### src/rtl/adc_seq_pkg.sv
package adc_seq_pkg;
  localparam int FRAME_W = 16;
  localparam int CTL_W   = 12;
  localparam int TAG_W   = 4;

  localparam logic [1:0] PWR_NORMAL = 2'd3;
  localparam logic [1:0] SEQ_NONE   = 2'd0;

  typedef struct packed {
    logic clear;
    logic load;
    logic cmdValid;
    logic fall;
    logic rise;
    logic frameEnd;
  } seqStb_t;

  function automatic logic [CTL_W-1:0] buildCtl(
    input logic [TAG_W-1:0] ch,
    input logic [1:0]       pm,
    input logic [1:0]       seq,
    input logic             rng
  );
    logic [CTL_W-1:0] c;
    c       = '0;
    c[11]   = 1'b1;
    c[10]   = seq[1];
    c[9:6]  = ch;
    c[5:4]  = pm;
    c[3]    = seq[0];
    c[1]    = rng;
    c[0]    = 1'b1;
    return c;
  endfunction
endpackage

### src/rtl/adc_chan_pick.sv
module adc_chan_pick #(
  parameter int NUM_CH = 8,
  parameter int CH_W   = 3
) (
  input  logic [NUM_CH-1:0] maskIn,
  output logic              anySet,
  output logic [CH_W-1:0]   lowChan,
  output logic [NUM_CH-1:0] lowOneHot
);
  logic [NUM_CH:0] below;
  assign below[0] = 1'b0;

  for (genvar g = 0; g < NUM_CH; g++) begin : gLow
    assign lowOneHot[g] = maskIn[g] & ~below[g];
    assign below[g+1]   = below[g] | maskIn[g];
  end

  assign anySet = below[NUM_CH];

  always_comb begin
    lowChan = '0;
    for (int i = 0; i < NUM_CH; i++) begin
      if (lowOneHot[i]) lowChan = CH_W'(i);
    end
  end
endmodule

### src/rtl/adc_seq_ctrl.sv
module adc_seq_ctrl
  import adc_seq_pkg::*;
#(
  parameter int NUM_CH    = 8,
  parameter int CH_W      = 3,
  parameter int SCLK_HALF = 2
) (
  input  logic              clk,
  input  logic              rstN,
  input  logic              start,
  input  logic [NUM_CH-1:0] chanMask,
  input  logic              pickAny,
  input  logic [CH_W-1:0]   pickChan,
  input  logic [NUM_CH-1:0] pickOneHot,
  output logic [NUM_CH-1:0] maskRem,
  output seqStb_t           stb,
  output logic [CH_W-1:0]   cmdChan,
  output logic              sclk,
  output logic              csN,
  output logic              done,
  output logic              busy
);
  localparam int TICK_W = $clog2(2*SCLK_HALF) + 1;
  localparam int BIT_W  = $clog2(FRAME_W + 1);

  typedef enum logic [1:0] {ST_IDLE, ST_GAP, ST_FRAME} state_t;

  state_t           state;
  logic [TICK_W-1:0] tick;
  logic [BIT_W-1:0]  bitCnt;
  logic              tailFrame;
  logic              halfEnd, gapEnd, frameDone;

  assign halfEnd   = (tick == TICK_W'(SCLK_HALF - 1));
  assign gapEnd    = (tick == TICK_W'(2*SCLK_HALF - 1));
  assign frameDone = (bitCnt == BIT_W'(FRAME_W));
  assign cmdChan   = pickChan;
  assign busy      = (state != ST_IDLE);

  always_comb begin
    stb = '0;
    case (state)
      ST_IDLE: stb.clear = start;
      ST_GAP: begin
        if (gapEnd && !tailFrame) begin
          stb.load     = 1'b1;
          stb.cmdValid = pickAny;
        end
      end
      ST_FRAME: begin
        if (halfEnd) begin
          if (frameDone)  stb.frameEnd = 1'b1;
          else if (sclk)  stb.fall     = 1'b1;
          else            stb.rise     = 1'b1;
        end
      end
      default: stb = '0;
    endcase
  end

  always_ff @(posedge clk or negedge rstN) begin
    if (!rstN) begin
      state     <= ST_IDLE;
      tick      <= '0;
      bitCnt    <= '0;
      sclk      <= 1'b1;
      csN       <= 1'b1;
      done      <= 1'b0;
      tailFrame <= 1'b0;
      maskRem   <= '0;
    end else begin
      done <= 1'b0;
      case (state)
        ST_IDLE: begin
          if (start) begin
            maskRem   <= chanMask;
            tailFrame <= 1'b0;
            if (chanMask == '0) begin
              done <= 1'b1;
            end else begin
              state <= ST_GAP;
              tick  <= TICK_W'(2*SCLK_HALF - 1);
            end
          end
        end
        ST_GAP: begin
          if (gapEnd) begin
            tick <= '0;
            if (tailFrame) begin
              state     <= ST_IDLE;
              tailFrame <= 1'b0;
            end else begin
              state  <= ST_FRAME;
              csN    <= 1'b0;
              bitCnt <= '0;
              if (pickAny) maskRem   <= maskRem & ~pickOneHot;
              else         tailFrame <= 1'b1;
            end
          end else begin
            tick <= tick + 1'b1;
          end
        end
        ST_FRAME: begin
          if (halfEnd) begin
            tick <= '0;
            if (frameDone) begin
              csN   <= 1'b1;
              state <= ST_GAP;
              done  <= tailFrame;
            end else if (sclk) begin
              sclk <= 1'b0;
            end else begin
              sclk   <= 1'b1;
              bitCnt <= bitCnt + 1'b1;
            end
          end else begin
            tick <= tick + 1'b1;
          end
        end
        default: state <= ST_IDLE;
      endcase
    end
  end
endmodule

### src/rtl/adc_seq_dp.sv
module adc_seq_dp
  import adc_seq_pkg::*;
#(
  parameter int NUM_CH   = 8,
  parameter int CH_W     = 3,
  parameter int RES_BITS = 12
) (
  input  logic                       clk,
  input  logic                       rstN,
  input  seqStb_t                    stb,
  input  logic [CH_W-1:0]            cmdChan,
  input  logic                       rangeRef,
  input  logic                       miso,
  output logic                       mosi,
  output logic [NUM_CH*RES_BITS-1:0] bufData,
  output logic [NUM_CH-1:0]          slotValid,
  output logic                       ioErr
);
  localparam int SHIFT  = CTL_W - RES_BITS;
  localparam int SLOT_W = $clog2(NUM_CH + 1);

  logic [FRAME_W-1:0] txShift, rxShift, txWord;
  logic [CTL_W-1:0]   ctlWord;
  logic               rangeLat;
  logic [CH_W-1:0]    curChan, expChan;
  logic               curValid, expValid;
  logic [SLOT_W-1:0]  slotIdx;
  logic               tagOk, wrEn;
  logic [RES_BITS-1:0] sampleVal;

  assign ctlWord   = buildCtl(TAG_W'(cmdChan), PWR_NORMAL, SEQ_NONE, rangeLat);
  assign txWord    = {ctlWord, 4'b0000};
  assign tagOk     = (rxShift[FRAME_W-1 -: TAG_W] == TAG_W'(expChan));
  assign sampleVal = RES_BITS'(rxShift[CTL_W-1:0] >> SHIFT);
  assign wrEn      = stb.frameEnd && expValid && tagOk;

  always_ff @(posedge clk or negedge rstN) begin
    if (!rstN) begin
      txShift  <= '0;
      rxShift  <= '0;
      mosi     <= 1'b0;
      rangeLat <= 1'b0;
      curChan  <= '0;
      curValid <= 1'b0;
      expChan  <= '0;
      expValid <= 1'b0;
      slotIdx  <= '0;
      ioErr    <= 1'b0;
    end else begin
      if (stb.clear) begin
        rangeLat <= rangeRef;
        curValid <= 1'b0;
        expValid <= 1'b0;
        slotIdx  <= '0;
        ioErr    <= 1'b0;
      end
      if (stb.load) begin
        txShift  <= stb.cmdValid ? txWord : '0;
        curChan  <= cmdChan;
        curValid <= stb.cmdValid;
      end
      if (stb.fall) begin
        mosi    <= txShift[FRAME_W-1];
        txShift <= {txShift[FRAME_W-2:0], 1'b0};
      end
      if (stb.rise) begin
        rxShift <= {rxShift[FRAME_W-2:0], miso};
      end
      if (stb.frameEnd) begin
        expChan  <= curChan;
        expValid <= curValid;
        if (expValid) begin
          slotIdx <= slotIdx + 1'b1;
          if (!tagOk) ioErr <= 1'b1;
        end
      end
    end
  end

  for (genvar g = 0; g < NUM_CH; g++) begin : gSlot
    logic [RES_BITS-1:0] slotQ;
    logic                slotOk;
    always_ff @(posedge clk or negedge rstN) begin
      if (!rstN) begin
        slotQ  <= '0;
        slotOk <= 1'b0;
      end else if (stb.clear) begin
        slotOk <= 1'b0;
      end else if (wrEn && slotIdx == SLOT_W'(g)) begin
        slotQ  <= sampleVal;
        slotOk <= 1'b1;
      end
    end
    assign bufData[g*RES_BITS +: RES_BITS] = slotQ;
    assign slotValid[g] = slotOk;
  end
endmodule

### src/rtl/adc_scan_seq.sv
module adc_scan_seq
  import adc_seq_pkg::*;
#(
  parameter int NUM_CH    = 8,
  parameter int RES_BITS  = 12,
  parameter int SCLK_HALF = 2
) (
  input  logic                       clk,
  input  logic                       rstN,
  input  logic                       start,
  input  logic [NUM_CH-1:0]          chanMask,
  input  logic                       rangeRef,
  output logic                       busy,
  output logic                       done,
  output logic                       ioErr,
  output logic [NUM_CH-1:0]          slotValid,
  output logic [NUM_CH*RES_BITS-1:0] bufData,
  output logic                       sclk,
  output logic                       csN,
  output logic                       mosi,
  input  logic                       miso
);
  localparam int CH_W = (NUM_CH > 1) ? $clog2(NUM_CH) : 1;

  logic [NUM_CH-1:0] maskRem, pickOneHot;
  logic              pickAny;
  logic [CH_W-1:0]   pickChan, cmdChan;
  seqStb_t           stb;

  adc_chan_pick #(.NUM_CH(NUM_CH), .CH_W(CH_W)) u_pick (
    .maskIn(maskRem), .anySet(pickAny), .lowChan(pickChan), .lowOneHot(pickOneHot)
  );

  adc_seq_ctrl #(.NUM_CH(NUM_CH), .CH_W(CH_W), .SCLK_HALF(SCLK_HALF)) u_ctrl (
    .clk(clk), .rstN(rstN), .start(start), .chanMask(chanMask),
    .pickAny(pickAny), .pickChan(pickChan), .pickOneHot(pickOneHot),
    .maskRem(maskRem), .stb(stb), .cmdChan(cmdChan),
    .sclk(sclk), .csN(csN), .done(done), .busy(busy)
  );

  adc_seq_dp #(.NUM_CH(NUM_CH), .CH_W(CH_W), .RES_BITS(RES_BITS)) u_dp (
    .clk(clk), .rstN(rstN), .stb(stb), .cmdChan(cmdChan), .rangeRef(rangeRef),
    .miso(miso), .mosi(mosi), .bufData(bufData), .slotValid(slotValid), .ioErr(ioErr)
  );
endmodule

### config.mk
export PLATFORM = sky130hd
export DESIGN_NAME = adc_scan_seq
export DESIGN_NICKNAME = d
export VERILOG_FILES = /design/src/rtl/adc_seq_pkg.sv /design/src/rtl/adc_chan_pick.sv /design/src/rtl/adc_seq_ctrl.sv /design/src/rtl/adc_seq_dp.sv /design/src/rtl/adc_scan_seq.sv
export SDC_FILE = /design/constraint.sdc
export NUM_CORES = 1
export LEC_CHECK = 0
export BUFFER_PORTS_ARGS = -buffer_cell sky130_fd_sc_hd__buf_2
export CORE_UTILIZATION = 38
export DETAILED_ROUTE_END_ITERATION = 12
export SLEW_MARGIN = 5
export SYNTH_ARGS = -nofsm -noshare
export SYNTH_HDL_FRONTEND = slang
export SYNTH_SLANG_ARGS = --single-unit
### constraint.sdc
create_clock -name clk -period 4.1 [get_ports clk]
set_input_delay 0 -clock clk [delete_from_list [all_inputs] [get_ports clk]]
set_output_delay 0 -clock clk [all_outputs]
set_load 0.005 [all_outputs]
==> impl_metrics.json <==
{
  "finalHoldViolations": 0,
  "die_h_um": 139.7,
  "mappedNetlistNets": 596,
  "synth_cell_types": 54,
  "max_freq_mhz": 317.9,
  "rsz0062_at_grt": "no",
  "dpl_worst_slack_ns": 0.9342,
  "start_kind": "register",
  "routed_wl_um": 17110,
  "numCtsBuffers": 17,
  "insertion_delay_ns": 0.43,
  "period_share_pct": 76.73,
  "dp_hpwl_um": 11450,
  "crit_fanout": 13,
  "core_area_um2": 18640,
  "antenna_found_initial": 0,
  "met2_wirelength_um": 8226,
  "wl_met1_um": 7572,
  "drc": 0,
  "drive_above_1_share_pct": 40.60,
  "grt_pass1_wl_um": 27720,
  "tns_ns": 0,
  "async_flop_share_pct": 100.0,
  "cp.arrival_ns": 3.44,
  "cts_resized": 0,
  "max_slew_margin_pct": 36.62,
  "synth_ff_type": "dfrtp_1",
  "grt_max_degree": 84,
  "cts_tree": "done",
  "worst_slew_pin_slew_ns": 0.9476,
  "syn_area_per_cell_um2": 12.69,
  "synth_edf_count": 0,
  "drtAntennaViolNets": 0,
  "power_leakage_uw": 0.004657,
  "seq_area_frac_synth_pct": 58.71,
  "hp-class": "in2reg",
  "start_util_pct": 38.66,
  "boundaryPins": 123,
  "vias": 4843,
  "cts.htree.levels": 4,
  "critPathKind": "reg2reg",
  "postCtsSetupBuffers": 0,
  "final_util_pct": 46.81,
  "postSynthCellCount": 568,
  "drv_cap": 0,
  "dieWidth_um": 139.7,
  "drv_slew": 0,
  "grtUsageTotal_pct": 18.34,
  "finalPower_uw": 4505,
  "grt_pass1_vias": 5035,
  "cts_buffer_depth": 2,
  "synthToLayoutAreaGrowth_pct": 21.06,
  "gr-total-overflow": 0,
  "setup_viol": 0,
  "viasPerCell": 5.174,
  "status": "finished clean",
  "routed.top_layer": "met4",
  "ir_worst_vdd_v": 0.0002850,
  "fin_ws_ns": 0.9542,
  "cts.reportedPaths.clkPinSlew_ns": 0.07,
  "min_period_ns": 3.146,
  "dr_wl_met3_um": 1128,
  "cts_sinks": 169,
  "final_nets": 717,
  "layout.cells.non_filler": 936,
  "antenna_cells": 0,
  "synth-seq-cells": 169,
  "gp_congestion": 0.8566,
  "p_per_area_nw_per_um2": 516.3,
  "die_area_um2": 19520,
  "synth_warnings": 0,
  "mostFrequentLayoutCell": "dfrtp_1",
  "final_cell_mix": "dfrtp_1 (167), buf_2 (121), mux2_2 (114), nand2_1 (55), o21ai_0 (26)",
  "drt-wirelength-per-cell_um": 18.27,
  "syn-cell-area_um2": 7208,
  "required_ns": 4.40,
  "clock_tree.root_cell": "clkbuf_16",
  "drt_first_pass_iters": 4,
  "dp.cells": 892,
  "drt_iter0_markers": 263,
  "end_kind": "register",
  "fin_skew_ns": 0.01233,
  "io_buffers": 122,
  "fp-row-count": 50
}
==> per-stage QoR <==
stage | instance area (µm²) | hold slack, ns
after CTS | 8726 | 0.006081
final | 8726 | 0.03456
after global routing | 8726 | 0.04584
after floorplan | 7208 | -0.2956
after detailed placement | 8011 | 0.09622
after global placement | 8011 | 0.08981
==> Yosys cell counts, drive strengths merged, types with 2 or more instances <==
| library cell | instances | share of area, % |
|---|---|---|
| nor3b | 2 | 0.21 |
| clkbuf | 21 | 1.1 |
| o41ai | 2 | 0.24 |
| nand4b | 4 | 0.49 |
| and2 | 4 | 0.35 |
| a31oi | 3 | 0.26 |
| mux2i | 5 | 0.69 |
| o21ai | 26 | 1.8 |
| nor4 | 5 | 0.73 |
| mux2 | 117 | 18 |
| xor2 | 4 | 0.49 |
| a21bo | 2 | 0.28 |
| a22oi | 5 | 0.52 |
| or3 | 2 | 0.17 |
| o31ai | 5 | 0.52 |
| nand2 | 55 | 2.9 |
| nand3 | 12 | 0.83 |
| a221o | 4 | 0.56 |
| nor3 | 6 | 0.49 |
| a21oi | 8 | 0.56 |
| nand4 | 7 | 0.61 |
| o211ai | 5 | 0.52 |
| ha | 15 | 2.6 |
| nand2b | 5 | 0.43 |
| dfstp | 2 | 0.73 |
| inv | 13 | 0.68 |
| nor2 | 18 | 0.94 |
| dfrtp | 167 | 58 |
| nor2b | 4 | 0.35 |
| buf | 21 | 1.5 |
==> report_power, final <==
part	total (µW)	leakage (µW)	switching [µW]	internal, µW
logic	879	0.00207	540	340
clock network	1610	0.000291	704	908
registers	2010	0.00230	184	1830
total	4510	0.00466	1430	3080
==> layer usage <==
layer,vias up,global-route usage [%]
li1,2251,-
met1,2435,22.88
met2,138,30.21
met3,19,6.297
met4,0,5.032
met5,-,0
==> sequential cells by signal, indices dropped and copies added (netlist names) <==
register / flops
u_ctrl.bitCnt: 5
u_ctrl.csN: 1
u_ctrl.done: 1
u_ctrl.maskRem: 8
u_ctrl.sclk: 1
u_ctrl.state: 2
u_ctrl.tailFrame: 1
u_ctrl.tick: 3
u_dp.curChan: 3
u_dp.curValid: 1
u_dp.expChan: 3
u_dp.expValid: 1
u_dp.gSlot.slotOk: 8
u_dp.gSlot.slotQ: 96
u_dp.ioErr: 1
u_dp.mosi: 1
u_dp.rangeLat: 1
u_dp.rxShift: 16
u_dp.slotIdx: 4
u_dp.txShift: 12
==> cell type report <==
type                       instances  area, µm²
clock buffer                      21      470.5
clock inverter                    11      123.9
fill                            1692       9917
inverter                          13      48.80
multi-input combinational        344       2746
sequential                       169       4232
tap                              234      292.8
timing repair buffer             144      812.0
==> path summary, 6_finish.rpt <==
kind                                                        from                            endpoint  slack [ns]  cells past startpoint
worst min-delay path                                       start           u_dp.expValid$_DFFE_PN0P_        0.03                      3
worst min register to register  u_dp.gSlot[1].slotOk$_DFFE_PN0P_    u_dp.gSlot[1].slotOk$_DFFE_PN0P_        0.47                      2
min in group asynchronous                                   rstN       u_ctrl.maskRem[4]$_DFFE_PN0P_        0.19                      2
max in group asynchronous                                   rstN  u_dp.gSlot[2].slotQ[5]$_DFFE_PN0P_        2.82                      3
worst max register to register       u_ctrl.state[0]$_DFFE_PN0P_  u_dp.gSlot[0].slotQ[0]$_DFFE_PN0P_        0.95                      6
worst max-delay path                 u_ctrl.state[0]$_DFFE_PN0P_  u_dp.gSlot[0].slotQ[0]$_DFFE_PN0P_        0.95                      6
==> kinds of logic (layout without fill, tap and decap cells) <==
kind of cell / Yosys count / count (layout) / synth area share [%]
xor+xnor: 4 / 4 / 0.4860
fa+ha+maj: 15 / 15 / 2.604
mux: 122 / 122 / 18.97
simple gates: 131 / 131 / 9.252
buf+inv: 55 / 189 / 3.281
flops: 169 / 169 / 58.71
compound gates: 72 / 72 / 6.701
==> worst max-delay path, cell delays in order (launching register included) <==
cell and delay (ns):
dfrtp_1 0.42, inv_1 0.11, ha_1 0.44, nand3b_1 0.30, nor4_4 0.50, nand4b_1 0.72, mux2_2 0.54
==> timing repair <==
action,4_1_cts,5_1_grt
setup endpoints to repair,0,0
endpoints found under the hold margin,90,0
hold buffers,12,0
No activity file was read; power rests on OpenSTA's default activity.
